File: src/rtl/addr_latch_pkg.sv
package addr_latch_pkg;
  localparam int DEF_BITS = 8;

  // True when a binary select value addresses bit position idx.
  function automatic logic sel_hits(input int unsigned sel_val, input int unsigned idx);
    return sel_val == idx;
  endfunction
endpackage

File: src/rtl/addr_latch_dec.sv
module addr_latch_dec #(
  parameter int NBITS = 8,
  parameter int SEL_W = $clog2(NBITS)
) (
  input  logic             en,
  input  logic [SEL_W-1:0] sel,
  output logic [NBITS-1:0] wr_mask
);
  import addr_latch_pkg::*;

  for (genvar i = 0; i < NBITS; i++) begin : g_hit
    always_comb wr_mask[i] = en & sel_hits(int'(sel), i);
  end
endmodule

File: src/rtl/addr_latch_cell.sv
module addr_latch_cell (
  input  logic clk,
  input  logic clr_n,
  input  logic wr,
  input  logic din,
  output logic q
);
  always_ff @(posedge clk or negedge clr_n) begin
    if (!clr_n)  q <= 1'b0;
    else if (wr) q <= din;
  end
endmodule

File: src/rtl/addr_latch.sv
module addr_latch #(
  parameter int NBITS = addr_latch_pkg::DEF_BITS,
  parameter int SEL_W = $clog2(NBITS)
) (
  input  logic             clk,
  input  logic             clr_n,
  input  logic             en,
  input  logic [SEL_W-1:0] sel,
  input  logic             din,
  output logic [NBITS-1:0] q
);
  // Named internal event: one-hot write strobe per bit.
  logic [NBITS-1:0] wr_mask;

  addr_latch_dec #(.NBITS(NBITS), .SEL_W(SEL_W)) u_dec (
    .en      (en),
    .sel     (sel),
    .wr_mask (wr_mask)
  );

  for (genvar i = 0; i < NBITS; i++) begin : g_cell
    addr_latch_cell u_cell (
      .clk   (clk),
      .clr_n (clr_n),
      .wr    (wr_mask[i]),
      .din   (din),
      .q     (q[i])
    );
  end
endmodule

File: config.mk
export PLATFORM = sky130hd
export DESIGN_NAME = addr_latch
export DESIGN_NICKNAME = d
export VERILOG_FILES = /design/src/rtl/addr_latch_pkg.sv /design/src/rtl/addr_latch_dec.sv /design/src/rtl/addr_latch_cell.sv /design/src/rtl/addr_latch.sv
export SDC_FILE = /design/constraint.sdc
export NUM_CORES = 1
export LEC_CHECK = 0
export BUFFER_PORTS_ARGS = -buffer_cell sky130_fd_sc_hd__clkbuf_2
export CAP_MARGIN = 20
export CORE_MARGIN = 5
export CORE_UTILIZATION = 29
export CTS_CLUSTER_SIZE = 12
export DETAILED_ROUTE_END_ITERATION = 10
export GPL_TIMING_DRIVEN = 0
export HOLD_SLACK_MARGIN = 0.08
export PLACE_DENSITY = 0.51
export SKIP_LAST_GASP = 1
export SYNTH_ARGS = -nofsm -noshare
export SYNTH_HDL_FRONTEND = slang
export SYNTH_HIERARCHICAL = 1
export SYNTH_SLANG_ARGS = --single-unit
File: constraint.sdc
create_clock -name clk -period 1.05 [get_ports clk]
set_input_delay 0.21 -clock clk [delete_from_list [all_inputs] [get_ports clk]]
set_output_delay 0.21 -clock clk [all_outputs]
set_load 0.005 [all_outputs]
==> metrics.cfg, run 1 <==
[run_status]
run_status = finished, final reports clean

[routing]
drt_first_pass_iters = 2
vias_per_cell = 4.70
drc = 0
wl_per_cell_um = 14.9
first_iter_violations = 1
routed_wirelength_um = 851
antenna_left = 0
vias = 268

[grt]
grt_usage_pct = 8.80
grt_most_used_layer = met2
grt_start_max_net_pins = 9
grt_pass1_wl_um = 1290
met3_usage_pct = 6.77
use_met1_pct = 9.40
grt_pass1_vias = 287
met2_usage_pct = 14.0
gr-total-overflow = 0
antenna_found_initial = 0

[logic_synthesis]
avgSynthCellArea_um2 = 17.4
ys_seq_elements = 8
synth_warnings = 6
ys.flop_type = dfrtp_1
yosys.cell_types.count = 6
synth_area_leader_cell = dfrtp_1
async_reset_ff_share_pct = 100
yosys-top-cells-count = dfrtp_1, mux2_4, and4b_2, and4bb_2
synth-edff-count = 0
yosys-top-cells-area = dfrtp_1, mux2_4, and4bb_2
synth_top_area_share_pct = 48.0
syn_area_um2 = 417
syn-num-nets = 31
syn_inst = 24
yosysSeqAreaShare_pct = 48.0

[floorplanning]
die-area_mm2 = 0.00229
row_count = 13
io_pins = 15
die_h_um = 47.9
die_w_um = 47.9
initial_core_util_pct = 31.2
coreArea_mm2 = 0.00133

[clocking]
cts_root_buffer = clkbuf_4
clk_latency_ns = 0.25
post_cts_resized = 0
cts_buffers = 3
cts_tree = yes
h-tree-depth = 1
cts_buffer_depth = 2
cts.sinks = 8
path_clk_slew_ns = 0.06

[setup_path]
worstPathArrival_ns = 0.76
crit_type = flop to output port
cp-start-kind = flop
cp-startpoint = g_cell[6].u_cell/q$_DFFE_PN0P_
cp_slowest_cell = dfrtp_1
crit_family = flip-flops
worstReg2RegStart = g_cell[6].u_cell/q$_DFFE_PN0P_
critical_path_buf_inv_count = 1
path_max_fanout = 2
cp-end-kind = output port
cp_cell_sequence = clkbuf_2
max_stage_delay_ns = 0.39
cp.required_ns = 0.84

[cells_and_area]
antenna-diode-count = 0
nFillCells = 134
fin_util_pct = 40.3
syn2layout_area_growth_pct = 29.1
largest_reg_flops = 8
layout-drive-gt1-share_pct = 78.6
layout.nets = 51
multiInputGateArea_um2 = 216
regMostFlops = g_cell.u_cell/q
final_area_um2 = 538
seq_area_um2 = 200
reg.largest.list = g_cell.u_cell/q x8

[timing]
timing.final.crit_period_ns = 0.966
post-route-period-util_pct = 92.0
worstMarginPinSlew_ns = 0.238
maxSlewHeadroom_pct = 84.1
timing.fmax_mhz = 1030
finalSetupViolCount = 0
fin_worst_skew_ns = 0
hold_violations = 0
rsz0062_at_grt = false
slew_viol_final = 0

[pwr]
p_per_area_mw_per_mm2 = 1640
vdd_drop_max_v = 0.00102
clock_power_share_pct = 27.2
p_seq_share_pct = 46.6
switchingPower_w = 0.000224
leakage_nw = 0.261
comb_power_share_pct = 26.2
swShare_pct = 25.4
p_int_w = 0.000660

[placed_design]
portBuffers = 14
placed_area_um2 = 505
place.gp.congestion = 0.744

[hold_path]
worstHoldPathType = input pin to async pin

[flow_run]
cap_violations = 0

## worst paths after layout
path	to	slack [ns]	cells after the start
max in group asynchronous	g_cell[2].u_cell/q$_DFFE_PN0P_	0.54	2
hold / removal	g_cell[5].u_cell/q$_DFFE_PN0P_	0.33	2
setup reg to reg	g_cell[6].u_cell/q$_DFFE_PN0P_	0.27	1
min in group clk	g_cell[5].u_cell/q$_DFFE_PN0P_	0.33	2
hold reg to reg	g_cell[4].u_cell/q$_DFFE_PN0P_	0.51	1
setup / recovery	q[6]	0.08	1
## through the flow
step / std cells / setup slack, ns / hold WS, ns / total power [W] / TNS [ns]
3_3_place_gp: 53 / -0.0748 / 0.0661 / 0.000645 / -0.147
6_report: 57 / 0.0836 / 0.329 / 0.000884 / 0
2_1_floorplan: 24 / 0.117 / -0.0856 / 0.000535 / 0
3_5_place_dp: 53 / -0.0647 / 0.0681 / 0.000654 / -0.198
4_1_cts: 57 / 0.0643 / 0.329 / 0.000903 / 0
5_1_grt: 57 / 0.0504 / 0.351 / 0.000934 / 0
## cell families (layout without fill, tap and decap cells)
kind of cell | after synthesis | after routing | share of synthesized area (%)
buffers and inverters | 0 | 18 | 0
DFF | 8 | 8 | 48.0
muxes | 8 | 8 | 28.8
and+or+nand+nor | 8 | 8 | 23.1
## layer usage
metal	part of all wire, %	vias to the layer above
met3	8.1	0
met4	0	0
met5	0	-
li1	-	136
met1	44	122
met2	48	10
## cell type report
class,instances,share of cell area (%)
sequential,8,37.2
tap,15,3.49
multi-input combinational,16,40.2
clock buffer,3,4.19
timing repair buffer,15,14.9
## placed cells by master (no fill, tap or decap)
master / count
and4_2: 1
and4b_2: 3
and4bb_2: 3
clkbuf_2: 14
clkbuf_4: 3
dfrtp_1: 8
dlygate4sd3_1: 1
mux2_4: 8
nor4b_2: 1
## repair_timing
item	CTS	global route
endpoints found under the setup margin	0	0
hold buffers	1	0
setup buffers	0	0
endpoints found under the hold margin	8	0
## power groups by stage
stage	clock network (W)	registers (W)	logic, W
2_1_floorplan	0	0.000422	0.000113
3_3_place_gp	0	0.000415	0.000229
3_5_place_dp	0	0.000421	0.000233
4_1_cts	0.000249	0.000416	0.000238
5_1_grt	0.000256	0.000422	0.000255
6_report	0.000240	0.000412	0.000231
Power figures use the tool's default switching activity.
==> run 2, diff against run 1 <==
--- a/config.mk
+++ b/config.mk
@@ -5,6 +5,7 @@
 export SDC_FILE = /design/constraint.sdc
 export NUM_CORES = 1
 export LEC_CHECK = 0
+export ABC_AREA = 1
 export BUFFER_PORTS_ARGS = -buffer_cell sky130_fd_sc_hd__clkbuf_2
 export CAP_MARGIN = 20
 export CORE_MARGIN = 5
@@ -13,7 +14,7 @@
 export DETAILED_ROUTE_END_ITERATION = 10
 export GPL_TIMING_DRIVEN = 0
 export HOLD_SLACK_MARGIN = 0.08
-export PLACE_DENSITY = 0.51
+export PLACE_DENSITY = 0.52
 export SKIP_LAST_GASP = 1
 export SYNTH_ARGS = -nofsm -noshare
 export SYNTH_HDL_FRONTEND = slang
==> run 2 against run 1 <==
- global-route usage is 1.6 points higher
- utilization shrank 0.50 points
- critical path depth did not move
- worst setup slack improved by 0.010 ns
==> metrics.cfg, run 2 <==
[setup_path]
path_max_fanout = 2  ; unchanged
cp.required_ns = 0.84  ; about the same
worstPathArrival_ns = 0.75  ; was 0.76 ns
cp_slowest_cell = dfrtp_1  ; unchanged
crit_family = flip-flops  ; unchanged
max_stage_delay_ns = 0.38  ; was 0.39 ns
crit_type = flop to output port  ; unchanged
cp-end-kind = output port  ; unchanged
cp_cell_sequence = clkbuf_2  ; unchanged
cp-start-kind = flop  ; unchanged
critical_path_buf_inv_count = 1  ; unchanged

[logic_synthesis]
yosysMostFrequentCell = nand2_1
ys_seq_elements = 8  ; unchanged
synth_compound_area_share_pct = 0  ; unchanged
yosys-top-cells-area = dfrtp_1, nand2_1, inv_1  ; was dfrtp_1, mux2_4, and4bb_2
synth_fa_ha_area_share_pct = 0  ; unchanged
ys.flop_type = dfrtp_1  ; unchanged
async_reset_ff_share_pct = 100  ; unchanged
syn-num-nets = 64  ; was 31
synth_warnings = 6  ; unchanged
syn_area_um2 = 384  ; was 417 um^2
yosys.cell_types.count = 4  ; was 6
syn_inst = 57  ; was 24
yosys.area_share.simple_pct = 37.1  ; was 23.1%
synth_top_area_share_pct = 52.1  ; was 48.0%
yosys-top-cells-count = nand2_1, inv_1, dfrtp_1, nor2_1  ; was dfrtp_1, mux2_4, and4b_2, and4bb_2
synth-edff-count = 0  ; unchanged
yosysSeqAreaShare_pct = 52.1  ; was 48.0%
synth_area_leader_cell = dfrtp_1  ; unchanged
muxShareOfSynthArea_pct = 0  ; was 28.8%
avgSynthCellArea_um2 = 6.74  ; was 17.4 um^2
synth_top_family_by_area = simple AND/OR/NAND/NOR gates  ; was multiplexers
synth-xor-area-share_pct = 0  ; unchanged

[routing]
routed_wirelength_um = 824  ; was 851 um
wl_per_cell_um = 9.16  ; was 14.9 um
first_iter_violations = 8  ; was 1
vias_per_cell = 3.98  ; was 4.70
antenna_left = 0  ; unchanged
vias = 358  ; was 268
drc = 0  ; unchanged
drt_first_pass_iters = 4  ; was 2

[hold_path]
worstHoldPathType = input pin to flop  ; was input pin to async pin

[cells_and_area]
layout-drive-gt1-share_pct = 22.7  ; was 78.6%
final_cells = 90  ; was 57
largest_reg_flops = 8  ; unchanged
nFillCells = 140  ; was 134
fin_util_pct = 39.8  ; was 40.3%
reg.largest.list = g_cell.u_cell/q x8  ; unchanged
antenna-diode-count = 0  ; unchanged
syn2layout_area_growth_pct = 31.6  ; was 29.1%
seq_area_um2 = 200  ; unchanged
layout.nets = 84  ; was 51
final_cell_mix = nand2_1, clkbuf_2, inv_1  ; was clkbuf_2, mux2_4, dfrtp_1
regMostFlops = g_cell.u_cell/q  ; unchanged
final_common_cell = nand2_1  ; was clkbuf_2
multiInputGateArea_um2 = 143  ; was 216 um^2

[timing]
timing.final.crit_period_ns = 0.956  ; was 0.966 ns
hold_violations = 0  ; unchanged
slew_viol_final = 0  ; unchanged
worstMarginPinSlew_ns = 0.210  ; was 0.238 ns
fin_tns_setup_ns = 0  ; unchanged
rsz0062_at_grt = false  ; unchanged
fin_worst_skew_ns = 0  ; unchanged
finalSetupViolCount = 0  ; unchanged
maxSlewHeadroom_pct = 86.0  ; was 84.1%
whs_ns = 0.268  ; was 0.329 ns
timing.fmax_mhz = 1050  ; was 1030 MHz
post-route-period-util_pct = 91.1  ; was 92.0%

[grt]
grt_pass1_vias = 352  ; was 287
grt_usage_pct = 10.4  ; was 8.80%
antenna_found_initial = 0  ; unchanged
gr-total-overflow = 0  ; unchanged
grt_pass1_wl_um = 1470  ; was 1290 um
grt_start_max_net_pins = 9  ; unchanged

[run_status]
run_status = finished, final reports clean  ; unchanged

[pwr]
comb_power_share_pct = 20.4  ; was 26.2%
swShare_pct = 27.7  ; was 25.4%
clock_power_share_pct = 29.7  ; was 27.2%
leakage_nw = 0.293  ; was 0.261 nW
p_int_w = 0.000573  ; was 0.000660 W
p_per_area_mw_per_mm2 = 1570  ; was 1640 mW/mm^2
p_seq_share_pct = 49.9  ; was 46.6%
switchingPower_w = 0.000219  ; was 0.000224 W
vdd_drop_max_v = 0.000727  ; was 0.00102 V

[placed_design]
portBuffers = 14  ; unchanged
hpwl_um = 642
dpl.cell_count = 86  ; was 53
place.gp.congestion = 0.690  ; was 0.744

[floorplanning]
die_w_um = 46.4  ; was 47.9 um
die-area_mm2 = 0.00215  ; was 0.00229 mm^2
initial_core_util_pct = 30.3  ; was 31.2%
row_count = 13  ; unchanged
io_pins = 15  ; unchanged
die_h_um = 46.4  ; was 47.9 um
coreArea_mm2 = 0.00127  ; was 0.00133 mm^2

[clocking]
cts_buffers = 3  ; unchanged
cts_tree = yes  ; unchanged
post_cts_resized = 0  ; unchanged
post_cts_buffers = 0  ; unchanged
h-tree-depth = 1  ; unchanged
path_clk_slew_ns = 0.06  ; about the same
clk_latency_ns = 0.25  ; about the same
cts_root_buffer = clkbuf_4  ; unchanged
cts.sinks = 8  ; unchanged
cts_buffer_depth = 2  ; unchanged

[flow_run]
cap_violations = 0  ; unchanged

## run 2: per-layer routing
metal  part of all wire [%]  vias up  wire length [um]  track usage (%)
li1                       -      197                 -                -
met1                     53      147               440             13.3
met2                     35       12               290             12.4
met3                     10        2                82             3.13
met4                    1.2        0                10             11.9
met5                      0        -                 0                0
## run 2: power by group through the flow
stage | clock network (W) | registers [W] | logic, W
CTS | 0.000253 | 0.000396 | 0.000165
global route | 0.000276 | 0.000403 | 0.000187
detailed placement | 0 | 0.000401 | 0.000162
finish | 0.000236 | 0.000396 | 0.000161
floorplan | 0 | 0.000406 | 0.0000622
global placement | 0 | 0.000400 | 0.000160
## run 2: stage by stage
| step | setup WS (ns) | power [W] | instance area (um^2) |
|---|---|---|---|
| finish | 0.0935 | 0.000793 | 505 |
| detailed placement | 0.176 | 0.000563 | 473 |
| floorplan | 0.362 | 0.000468 | 384 |
| global route | 0.0529 | 0.000865 | 505 |
| global placement | 0.184 | 0.000560 | 473 |
| CTS | 0.0819 | 0.000814 | 505 |
## run 2: logic make-up (layout without fill, tap and decap cells)
group | Yosys count | count (layout)
buf+inv | 11 | 29
flops | 8 | 8
simple gates | 38 | 38
## run 2: layout make-up
type	count	area share (%)
Sequential cell	8	39.6
Multi-Input combinational cell	38	28.2
Timing Repair Buffer	15	15.8
Inverter	11	8.17
Clock buffer	3	4.46
Tap cell	15	3.71
## run 2: repair_timing
item                       CTS  global route
hold buffers                 1             0
setup endpoints to repair    0             0
hold endpoints to repair     8             0
## run 2: path summary, 6_finish.rpt
path,start,to,slack (ns),cells after the start
hold / removal,din,g_cell[6].u_cell/q$_DFFE_PN0P_,0.27,3
setup / recovery,g_cell[5].u_cell/q$_DFFE_PN0P_,q[5],0.09,1
hold reg to reg,g_cell[6].u_cell/q$_DFFE_PN0P_,g_cell[6].u_cell/q$_DFFE_PN0P_,0.47,2
max in group asynchronous,clr_n,g_cell[4].u_cell/q$_DFFE_PN0P_,0.53,2
min in group asynchronous,clr_n,g_cell[6].u_cell/q$_DFFE_PN0P_,0.33,2
setup reg to reg,g_cell[0].u_cell/q$_DFFE_PN0P_,g_cell[0].u_cell/q$_DFFE_PN0P_,0.45,2
